[config.mk]
export PLATFORM = sky130hd
export DESIGN_NAME = irqv_ctrl
export DESIGN_NICKNAME = d
export VERILOG_FILES = /design/src/rtl/irqv_pkg.sv /design/src/rtl/irqv_pick.sv /design/src/rtl/irqv_nest.sv /design/src/rtl/irqv_ctrl.sv
export SDC_FILE = /design/constraint.sdc
export NUM_CORES = 1
export LEC_CHECK = 0
export CORE_MARGIN = 8
export CORE_UTILIZATION = 25
export DETAILED_ROUTE_END_ITERATION = 10
export GPL_TIMING_DRIVEN = 0
export REMOVE_ABC_BUFFERS = 1
export SLEW_MARGIN = 0
export SYNTH_ARGS = -nofsm -noshare
export SYNTH_HDL_FRONTEND = slang
export SYNTH_SLANG_ARGS = --single-unit
[constraint.sdc]
create_clock -name clk -period 5.3 [get_ports clk]
set_input_delay 1.06 -clock clk [delete_from_list [all_inputs] [get_ports clk]]
set_output_delay 1.06 -clock clk [all_outputs]
set_load 0.01 [all_outputs]
[src/rtl/irqv_pkg.sv]
package irqv_pkg;
    typedef enum logic [1:0] {
        ST_RUN       = 2'd0,
        ST_RETI_WAIT = 2'd1,
        ST_CALL      = 2'd2
    } irqv_state_e;

    localparam int LVL_CNT = 2;
    localparam int LVL_LO  = 0;
    localparam int LVL_HI  = 1;
endpackage

[src/rtl/irqv_pick.sv]
module irqv_pick #(
    parameter int N  = 15,
    parameter int IW = 4
) (
    input  logic [N-1:0]  req_i,
    output logic          found_o,
    output logic [IW-1:0] idx_o
);
    always_comb begin
        found_o = 1'b0;
        idx_o   = '0;
        for (int i = N - 1; i >= 0; i--) begin
            if (req_i[i]) begin
                found_o = 1'b1;
                idx_o   = IW'(i);
            end
        end
    end
endmodule

[src/rtl/irqv_nest.sv]
module irqv_nest (
    input  logic       clk,
    input  logic       rst_n,
    input  logic       set_i,
    input  logic       set_hi_i,
    input  logic       clr_i,
    output logic [1:0] act_o
);
    logic [1:0] act_q;

    always_ff @(posedge clk or negedge rst_n) begin
        if (!rst_n) begin
            act_q <= 2'b00;
        end else if (set_i) begin
            act_q[set_hi_i] <= 1'b1;
        end else if (clr_i) begin
            if (act_q[1]) act_q[1] <= 1'b0;
            else          act_q[0] <= 1'b0;
        end
    end

    assign act_o = act_q;

    assert_set_hi_R8: assert property (@(posedge clk) disable iff (!rst_n)
        (set_i && set_hi_i) |=> act_q[1]);
    assert_set_lo_R8: assert property (@(posedge clk) disable iff (!rst_n)
        (set_i && !set_hi_i) |=> act_q[0]);
    assert_clear_top_R9: assert property (@(posedge clk) disable iff (!rst_n)
        (clr_i && !set_i && act_q[1]) |=> (!act_q[1] && act_q[0] == $past(act_q[0])));
    assert_clear_low_R9: assert property (@(posedge clk) disable iff (!rst_n)
        (clr_i && !set_i && !act_q[1]) |=> (act_q == 2'b00));
endmodule

[src/rtl/irqv_ctrl.sv]
module irqv_ctrl
    import irqv_pkg::*;
#(
    parameter int N_SRC      = 15,
    parameter int VEC_W      = 16,
    parameter int VEC_BASE   = 3,
    parameter int VEC_STRIDE = 8
) (
    input  logic             clk,
    input  logic             rst_n,
    input  logic [N_SRC-1:0] pend_i,
    input  logic [N_SRC-1:0] en_i,
    input  logic [N_SRC-1:0] prio_i,
    input  logic             gie_i,
    input  logic             insn_done_i,
    input  logic             reti_i,
    input  logic             ack_i,
    output logic             call_req_o,
    output logic [VEC_W-1:0] vector_o,
    output logic             call_hi_o,
    output logic [1:0]       active_o
);
    localparam int IW = (N_SRC > 1) ? $clog2(N_SRC) : 1;
    localparam logic [VEC_W-1:0] VEC_LAST =
        VEC_W'(VEC_BASE) + VEC_W'(VEC_STRIDE) * VEC_W'(N_SRC - 1);

    irqv_state_e state_q, state_d;
    logic [VEC_W-1:0] vec_q;
    logic             lvl_q;

    logic [N_SRC-1:0] elig;
    logic [N_SRC-1:0] lvl_req   [LVL_CNT];
    logic             lvl_found [LVL_CNT];
    logic [IW-1:0]    lvl_idx   [LVL_CNT];

    logic             allow_hi, allow_lo, sel_hi, sel_lo, take;
    logic [IW-1:0]    win_idx;
    logic [VEC_W-1:0] win_vec;
    logic             nest_set, nest_clr;

    // eligibility and per-level selection
    assign elig = pend_i & en_i & {N_SRC{gie_i}};
    assign lvl_req[LVL_HI] = elig & prio_i;
    assign lvl_req[LVL_LO] = elig & ~prio_i;

    for (genvar g = 0; g < LVL_CNT; g++) begin : g_level
        irqv_pick #(.N(N_SRC), .IW(IW)) u_pick (
            .req_i   (lvl_req[g]),
            .found_o (lvl_found[g]),
            .idx_o   (lvl_idx[g])
        );
    end

    assign allow_hi = !active_o[1];
    assign allow_lo = !active_o[1] && !active_o[0];
    assign sel_hi   = allow_hi && lvl_found[LVL_HI];
    assign sel_lo   = allow_lo && lvl_found[LVL_LO] && !sel_hi;
    assign win_idx  = sel_hi ? lvl_idx[LVL_HI] : lvl_idx[LVL_LO];
    assign win_vec  = VEC_W'(VEC_BASE) + VEC_W'(VEC_STRIDE) * VEC_W'(win_idx);
    assign take     = (state_q == ST_RUN) && insn_done_i && !reti_i && (sel_hi || sel_lo);

    // next state
    always_comb begin
        state_d = state_q;
        unique case (state_q)
            ST_RUN: begin
                if (reti_i)    state_d = ST_RETI_WAIT;
                else if (take) state_d = ST_CALL;
            end
            ST_RETI_WAIT: begin
                if (insn_done_i) state_d = ST_RUN;
            end
            ST_CALL: begin
                if (ack_i) state_d = ST_RUN;
            end
            default: state_d = ST_RUN;
        endcase
    end

    // state register and latched call data
    always_ff @(posedge clk or negedge rst_n) begin
        if (!rst_n) begin
            state_q <= ST_RUN;
            vec_q   <= '0;
            lvl_q   <= 1'b0;
        end else begin
            state_q <= state_d;
            if (take) begin
                vec_q <= win_vec;
                lvl_q <= sel_hi;
            end
        end
    end

    assign nest_set = (state_q == ST_CALL) && ack_i;
    assign nest_clr = (state_q == ST_RUN) && reti_i;

    irqv_nest u_nest (
        .clk      (clk),
        .rst_n    (rst_n),
        .set_i    (nest_set),
        .set_hi_i (lvl_q),
        .clr_i    (nest_clr),
        .act_o    (active_o)
    );

    // outputs
    always_comb begin
        call_req_o = (state_q == ST_CALL);
        vector_o   = vec_q;
        call_hi_o  = lvl_q;
    end

    assert_call_hold_R7: assert property (@(posedge clk) disable iff (!rst_n)
        (call_req_o && !ack_i) |=> (call_req_o && $stable(vector_o) && $stable(call_hi_o)));
    assert_no_call_off_boundary_R7: assert property (@(posedge clk) disable iff (!rst_n)
        (!call_req_o && !(insn_done_i && !reti_i)) |=> !call_req_o);
    assert_ack_drops_R8: assert property (@(posedge clk) disable iff (!rst_n)
        (call_req_o && ack_i) |=> !call_req_o);
    assert_level_gate_R5: assert property (@(posedge clk) disable iff (!rst_n)
        call_req_o |-> (!active_o[1] && (call_hi_o || !active_o[0])));
    assert_vector_grid_R6: assert property (@(posedge clk) disable iff (!rst_n)
        call_req_o |-> (vector_o >= VEC_W'(VEC_BASE) && vector_o <= VEC_LAST &&
                        ((vector_o - VEC_W'(VEC_BASE)) % VEC_W'(VEC_STRIDE)) == '0));
    assert_one_insn_R10: assert property (@(posedge clk) disable iff (!rst_n)
        (state_q == ST_RETI_WAIT) |=> !call_req_o);
endmodule

### Yosys cells after proc, flatten, opt, wreduce, memory -nomap -nowiden

Cells that the tools add are included.

* register bits: 21
* word-level logic and storage cells: 110
* input port bits: 51
* output and inout bits: 20

* order comparisons: 2
* equal/unequal tests: 6
* bitwise operators: 6
* multiplexer cells: 71
* $add $sub $neg: 1
* reductions and logical operators: 19

Operators with widths (count)
* two-way mux 4 bit: 31
* AND 15 bit: 4
* two-way mux 1 bit: 32
* NOT 15 bit: 1
* two-way mux 2 bit: 6
* logical AND 1 bit: 10
* adder 2 x 7 -> 8 bit (first input constant): 1
* inequality test 2 bit (second input constant): 3
* case mux 2 bit (3 select lines): 1
* logical NOT 1 bit: 4
* inequality test 3 bit (second input constant): 1
* AND reduction 3 bit: 1
* equality test 2 x 1 -> 1 bit (second input constant): 1
* equality test 2 bit (second input constant): 1
* logical NOT 2 bit: 1
* < comparator 1 x 2 -> 1 bit (second input constant): 1
* OR 2 bit: 1
* AND reduction 2 bit: 1
* nonzero test 2 bit: 1
* demux 1 bit (select 1 bit): 1
* >= comparator 1 bit (second input constant): 1
* logical OR 1 bit: 1

### Depth between registers and ports, before layout

Gate-level depths: netlist of the first run.

* depth in word-level cells: 26
* depth in mapped cells: 8
* mapped depth without buffers: 6

### Hierarchy

From an unflattened synthesis of the first run, not the netlist that was laid out.

* cells, all modules: 167
* area, all modules: 1183.6 sq um

Modules (own cells, without submodules)
* irqv_ctrl: times used 1, cells an instance 105, area each 777.0 sq um
* irqv_pick: times used 2, cells an instance 27, area each 160.2 sq um
* irqv_nest: times used 1, cells an instance 8, area each 86.3 sq um

### Least setup slack after synthesis of the first run

OpenSTA, ideal clock, no wires.

* path type: input-to-reg
* from: in gie_i
* to: reg vec_q[5] (netlist: vector_o[5])
* stages: 8
* path buffers: 2
* data arrival time: 2671 ps
* path slack: 2504 ps
* library setup time: 125 ps
* data required time: 5175 ps
* path through: buf_6 > buf_6 > nand4_2 > nand4_2 > o41ai_4 > nor2_2 > or2_4 > mux2_4

* cells in the longest elaborated chain, start to end: 22
* elaborated cells on any way between the ends: 71

Ends and longest elaborated chain
* start: declaration: RTL line irqv_ctrl.sv:14 `input logic gie_i,`
* AND 15 bit (*): RTL line irqv_ctrl.sv:42 `assign elig = pend_i & en_i & {N_SRC{gie_i}};`
* branches (longest 21 deep; another with AND 15 bit)
* end signal: assignment: RTL line irqv_ctrl.sv:89 `vec_q <= win_vec;`
* end: declaration: RTL line irqv_ctrl.sv:28 `logic [VEC_W-1:0] vec_q;`

Every way passes the cells marked *.
A chain may end at the register's enable or synchronous reset.

### Worst setup path in the final report of the first run

Ends and elaborated chain as after synthesis.

==> impl_results.md, run 1 <==
- CTS tree: yes
- Max-cap violation count: 0
- Die width: between 80 and 90 um
- Area Growth Syn to Fin: 50.8%
- Logic gate share of total power: 52.2%
- Clk pwr share: 17.4%
- HP Start: state_q[1]
- Post-CTS setup buffers: 0
- Placeable Area: 0.00479 mm^2
- First-pass GRT wire length: around 6.5 mm
- CP Max Fanout: 34
- Num CTS Buffers: 3
- Netlist cell types: 42
- Overall Power: 441 uW
- Initial Util: 26.2%
- Worst-margin pin slew: roughly 1.2 ns
- Yosys warning count: 0
- H-tree levels: 1
- Fin worst setup slack: 1.23 ns
- Period utilisation layout: 76.7%
- Max-slew violation count: 0
- Reg2reg start: state_q[1]
- Hold Path Class: reg2reg
- Vias per cell: 4.99
- Synth area leader: dfrtp_1
- Clk buf depth: 2
- Internal: 289 uW
- Largest net degree at the start of global routing: 35
- First-pass DRT Iterations: 4
- Kind of critical path: in2reg
- Synth Flop Type: dfrtp_1
- PortBufs: 60
- Post-route ant nets: 0
- Post-cts sizing count: 0
- Remaining DRCs: 0
- Setup TNS: 0 ns
- Critical Path RT: around 5.4 ns
- DR iter-0 viols: 53
- Commonest non-fill, non-tap cell in the layout: clkdlybuf4s50_1
- RSZ-0062 raised after global routing: false
- Worst setup SP type: input port
- Die area: between 0.007 and 0.008 mm^2
- Count of final setup violators: 0
- Clock period minus worst slack: ~4 ns
- Synth top area share: roughly 20%
- Pre-CTS WS: 1.00 ns
- Final clock skew: 0.00202 ns
- Avg Cell Area, Syn: between 8 and 9 um^2
- GRT Total Usage: 10.4%
- Slew Limit Headroom: 19.9%
- Io pins: between 70 and 80
- Endpoint class of the critical path: flip-flop
- Commonest cells after routing, fill and taps aside: clkdlybuf4s50_1, nand2_1, o21ai_0, nand4_1, nand4b_1
- Post-placement cell count: 269
- Yosys reg bits: 10
- Post-synth EDFFs: 0
- Ant diodes: 0
- Net Sw Frac: 34.4%
- Die height: 86.9 um
- Hold Fails Final Rpt: 0
- Highest clock rate: 246 MHz
- VDD IR max: 0.110 mV
- Mapped cell area: 0.00125 mm^2
- Vias in the first global route: 1,387
- Sequential fraction of the synthesis area: 19.9%
- DP Wirelength: 3.31 mm
- Routed len/inst: 14.1 um
- Initial antenna violation count: 0
- Worst setup path start: gie_i
- WL final: 3.85 mm
- GP Congestion: 0.777
- Worst EP arrival: between 4 and 5 ns
- Power Density: 233 mW/mm^2
- Hold Buf Count CTS: 0
- Static leakage: 0.000769 uW
- FP Rows: 25
- Layout Cells excl Fill: 272
- Via count: 1,356
- Synth area leaders: dfrtp_1, nand4_2, nand4b_1
- Status: finished clean
- Post-Synthesis Cells: 148
- Final nets: 258
- TritonCTS Sinks: 10
- Clock-pin slew on the worst setup and hold paths: 0.05 ns
- Root Buffer: clkbuf_8
- Sequential Power Share: a little under a third
- P_sw: between 150 and 200 uW
- GRT overflow: 0
- Ratio of cells with drive above 1 in the final layout: 10.7%
- Async SR Flop Fraction: 100%
- Worst skew pair latency: 0.23 ns
==> cell families after synthesis <==
group / count (synthesis) / share of synthesized area (%)
mux: 1 / 1.20
buf+inv: 19 / 10.9
compound gates: 38 / 22.8
other cells: 1 / 0.299
simple gates: 79 / 44.9
flops: 10 / 19.9
==> state kept, by name, indices dropped and copies added, names as in the netlist <==
| signal | count |
|---|---|
| vector_o | 5 |
| call_hi_o | 1 |
| state_q | 2 |
| u_nest.act_o | 2 |
==> Yosys cell counts (all sizes together) (2+ instances only) <==
| cell type | instances |
|---|---|
| a31oi | 5 |
| o211ai | 2 |
| buf | 15 |
| inv | 4 |
| o21ai | 13 |
| nor2 | 7 |
| o31ai | 2 |
| o21a | 3 |
| nand2b | 4 |
| dfrtp | 10 |
| nand3b | 2 |
| a21oi | 5 |
| nand2 | 13 |
| and3b | 2 |
| nand3 | 5 |
| nand4 | 21 |
| nand4b | 11 |
| nor3b | 2 |
| o41ai | 2 |
| and4 | 3 |
| nor3 | 3 |
==> path summary, 6_finish.rpt <==
| path | to | slack, ns | cells after the start |
|---|---|---|---|
| max in group asynchronous | vector_o[6] | 3.84 | 1 |
| min reg2reg | state_q[0] | 0.50 | 1 |
| max | vector_o[5] | 1.23 | 7 |
| min | state_q[0] | 0.50 | 1 |
| max reg2reg | vector_o[5] | 3.14 | 4 |
| min in group asynchronous | u_nest.act_o[1] | 1.15 | 1 |
==> worst max-delay path: stages <==
cell	delay [ns]
clkdlybuf4s50_1	1.27
nand3_1	0.24
o21ai_0	0.45
nor3_1	0.18
a2111oi_4	0.46
or2_4	0.23
mux2_4	0.29
==> power by group through the flow <==
stage               Sequential (uW)  Combinational, uW  Clock (uW)
finish                          134                230        76.7
CTS                             134                234        79.1
floorplan                       141                102           0
detailed placement              135                233           0
global placement                135                232           0
global route                    140                255        82.1
==> metal layers <==
layer	share of wire [%]	vias to the layer above	track usage, %
li1	-	691	-
met1	46	617	13.0
met2	46	48	16.8
met3	8.4	0	4.15
met4	0	0	1.41
met5	0	-	0
==> per-stage QoR <==
step	hold WS, ns	cell area, um^2	utilization [%]
finish	0.503	1890	39.6
floorplan	0.456	1170	-
CTS	0.503	1890	39.6
global route	0.530	1890	39.6
global placement	0.490	1850	38.7
detailed placement	0.500	1850	38.7
==> layout make-up <==
| type | count | area, um^2 |
|---|---|---|
| clock buffers | 3 | 41.3 |
| fillers | 507 | 2890 |
| inverters | 4 | 15.0 |
| multi-input cells | 128 | 902 |
| flip-flops and latches | 10 | 250 |
| well taps | 67 | 83.8 |
| repair buffers | 60 | 601 |
Note: power is estimated with default switching activity, not from simulation.
==> run 2: changes to the inputs <==
clock period = 3.38 ns   (was 5.3 ns; I/O delays follow)
==> impl_results.md, run 2 (synthesis results as in run 1) <==
- Status: finished clean
- Hold Path Class: reg2reg
- Worst setup SP type: input port
- CTS tree: yes
- HP Start: state_q[1]
- Endpoint class of the critical path: flip-flop
- P_sw: roughly 240 uW
- Clock-pin slew on the worst setup and hold paths: 0.05 ns
- Placeable Area: roughly 0.0048 mm^2
- Worst skew pair latency: 0.23 ns
- Top Family by Delay on Critical Path: compound AO/OA/AOI/OAI gates
- Internal: about 450 uW
- Hold path cells: 1
- Multi-input logic area: 902 um^2
- WL final: between 3 and 4 mm
- Reg2reg start: state_q[1]
- Clk pwr share: 17.4%
- Max Used Layer: met3
- Ratio of cells with drive above 1 in the final layout: 11.2%
- Commonest non-fill, non-tap cell in the layout: clkdlybuf4s50_1
- Largest net degree at the start of global routing: 35
- VDD IR max: 0.172 mV
- Max-cap violation count: 0
- Final nets: about 260
- Highest clock rate: 348 MHz
- First-pass GRT wire length: 6.45 mm
- Die width: 86.9 um
- Crit path max-delay cell type: clkbuf_2
- WL met1: approximately 1.7 mm
- Worst R2R Setup Slack: 1.22 ns
- Period utilisation layout: 85.1%
- DR iter-0 viols: 56
- WHS Endpoint: state_q[0]
- FP Rows: 25
- Post-placement cell count: approximately 270
- Logic gate share of total power: 52.1%
- Number of fill cells: 508
- Vias per cell: between 4 and 5
- Net Sw Frac: 34.4%
- Post-route ant nets: 0
- Kind of critical path: in2reg
- Static leakage: 0.000769 uW
- RSZ-0062 raised after global routing: false
- Count of final setup violators: 0
- Sequential Power Share: 30.4%
- Commonest cells after routing, fill and taps aside: clkdlybuf4s50_1, nand2_1, o21ai_0, nand4_1, nand4b_1
- Io pins: slightly above 70
- Hold Slack: 0.503 ns
- Initial Util: 26.2%
- H-tree levels: 1
- Die area: 0.00754 mm^2
- Max-slew violation count: 0
- R2R Path End: vector_o[5]
- Via count: 1,352
- CP cell instances: clkbuf_2 > nand3_1 > o21ai_0 > nor3_1 > a2111oi_4 > or2_4 > mux2_4
- Routed len/inst: 14.1 um
- Overall Power: 690 uW
- DP Wirelength: 3.31 mm
- Num CTS Buffers: 3
- CP max stage delay: 0.52 ns
- Worst EP arrival: 2.99 ns
- R2R cell count: 4
- First-pass DRT Iterations: 4
- Critical Path RT: 3.49 ns
- Met3 WL: around 350 um
- PortBufs: 60
- CP Buf/Inv Count: 1
- Root Buffer: clkbuf_8
- Final core utilization: 39.5%
- Initial antenna violation count: 0
- CP Max Fanout: 34
- GRT Total Usage: a little over a tenth
- Max FFs per register: 5
- Power Density: roughly 370 mW/mm^2
- Die height: 86.9 um
- Clk buf depth: 2
- Area Growth Syn to Fin: 50.4%
- Clock period minus worst slack: roughly 2.9 ns
- GP Congestion: 0.777
- Remaining DRCs: 0
- Worst-margin pin slew: about 0.67 ns
- Slew Limit Headroom: a little under three fifths
- Most flops, register: vector_o
- Final clock skew: approximately 0.002 ns
- Met2 WL: around 1.8 mm
- GRT overflow: 0
- FF+latch area: approximately 250 um^2
- Layout Cells excl Fill: 272
- Ant diodes: 0
- Hold Fails Final Rpt: 0
- Vias in the first global route: 1,387
- TritonCTS Sinks: 10
-- run 2: cell types whose count changed in the layout (fill, tap and decap cells not counted), sizes merged --
cell	change
clkdlybuf4s50	-1
clkbuf	+1
-- run 2: layout make-up --
cell class / count / area share (%)
inverters: 4 / 0.795
repair buffers: 60 / 31.5
well taps: 67 / 4.44
flip-flops and latches: 10 / 13.3
clock buffers: 3 / 2.19
multi-input cells: 128 / 47.8
-- run 2: how the worst max path moves through the flow --
stage,startpoint,end,slack [ns],cells past startpoint
after floorplan,en_i[12],vector_o[5],1.09,6
after global placement,gie_i,vector_o[5],-0.56,7
after detailed placement,gie_i,vector_o[5],-0.53,7
after CTS,gie_i,vector_o[5],0.02,7
after global routing,gie_i,vector_o[5],0.20,7
final,gie_i,vector_o[5],0.50,7
-- run 2: worst reg2reg max path, cell delays in order, from the launching register on --
cell and delay (ns):
dfrtp_1 0.41, or4b_2 0.75, a2111oi_4 0.36, or2_4 0.23, mux2_4 0.29
-- run 2: metal layers --
metal	track usage (%)	vias up
met5	0	-
met2	16.8	52
li1	-	690
met4	1.41	0
met3	4.15	0
met1	13.0	610
-- run 2: repair_timing --
| item | 4_1_cts | 5_1_grt |
|---|---|---|
| setup buffers | 0 | 0 |
| gates resized for setup | 2 | 1 |
| endpoints found under the setup margin | 5 | 6 |
| hold buffers | 0 | 0 |
-- run 2: power groups by stage --
stage	Clock (uW)	Combinational, uW	Sequential (uW)
6_report	120	360	210
5_1_grt	129	400	220
4_1_cts	124	367	211
3_5_place_dp	0	366	212
3_3_place_gp	0	364	211
2_1_floorplan	0	161	221
-- run 2: stage by stage --
stage                     setup WS (ns)  setup TNS (ns)  instance area [um^2]
after floorplan                    1.09               0                  1170
after global placement           -0.561           -2.33                  1850
after detailed placement         -0.532           -2.14                  1850
after CTS                        0.0197               0                  1890
after global routing              0.196               0                  1890
final                             0.505               0                  1890
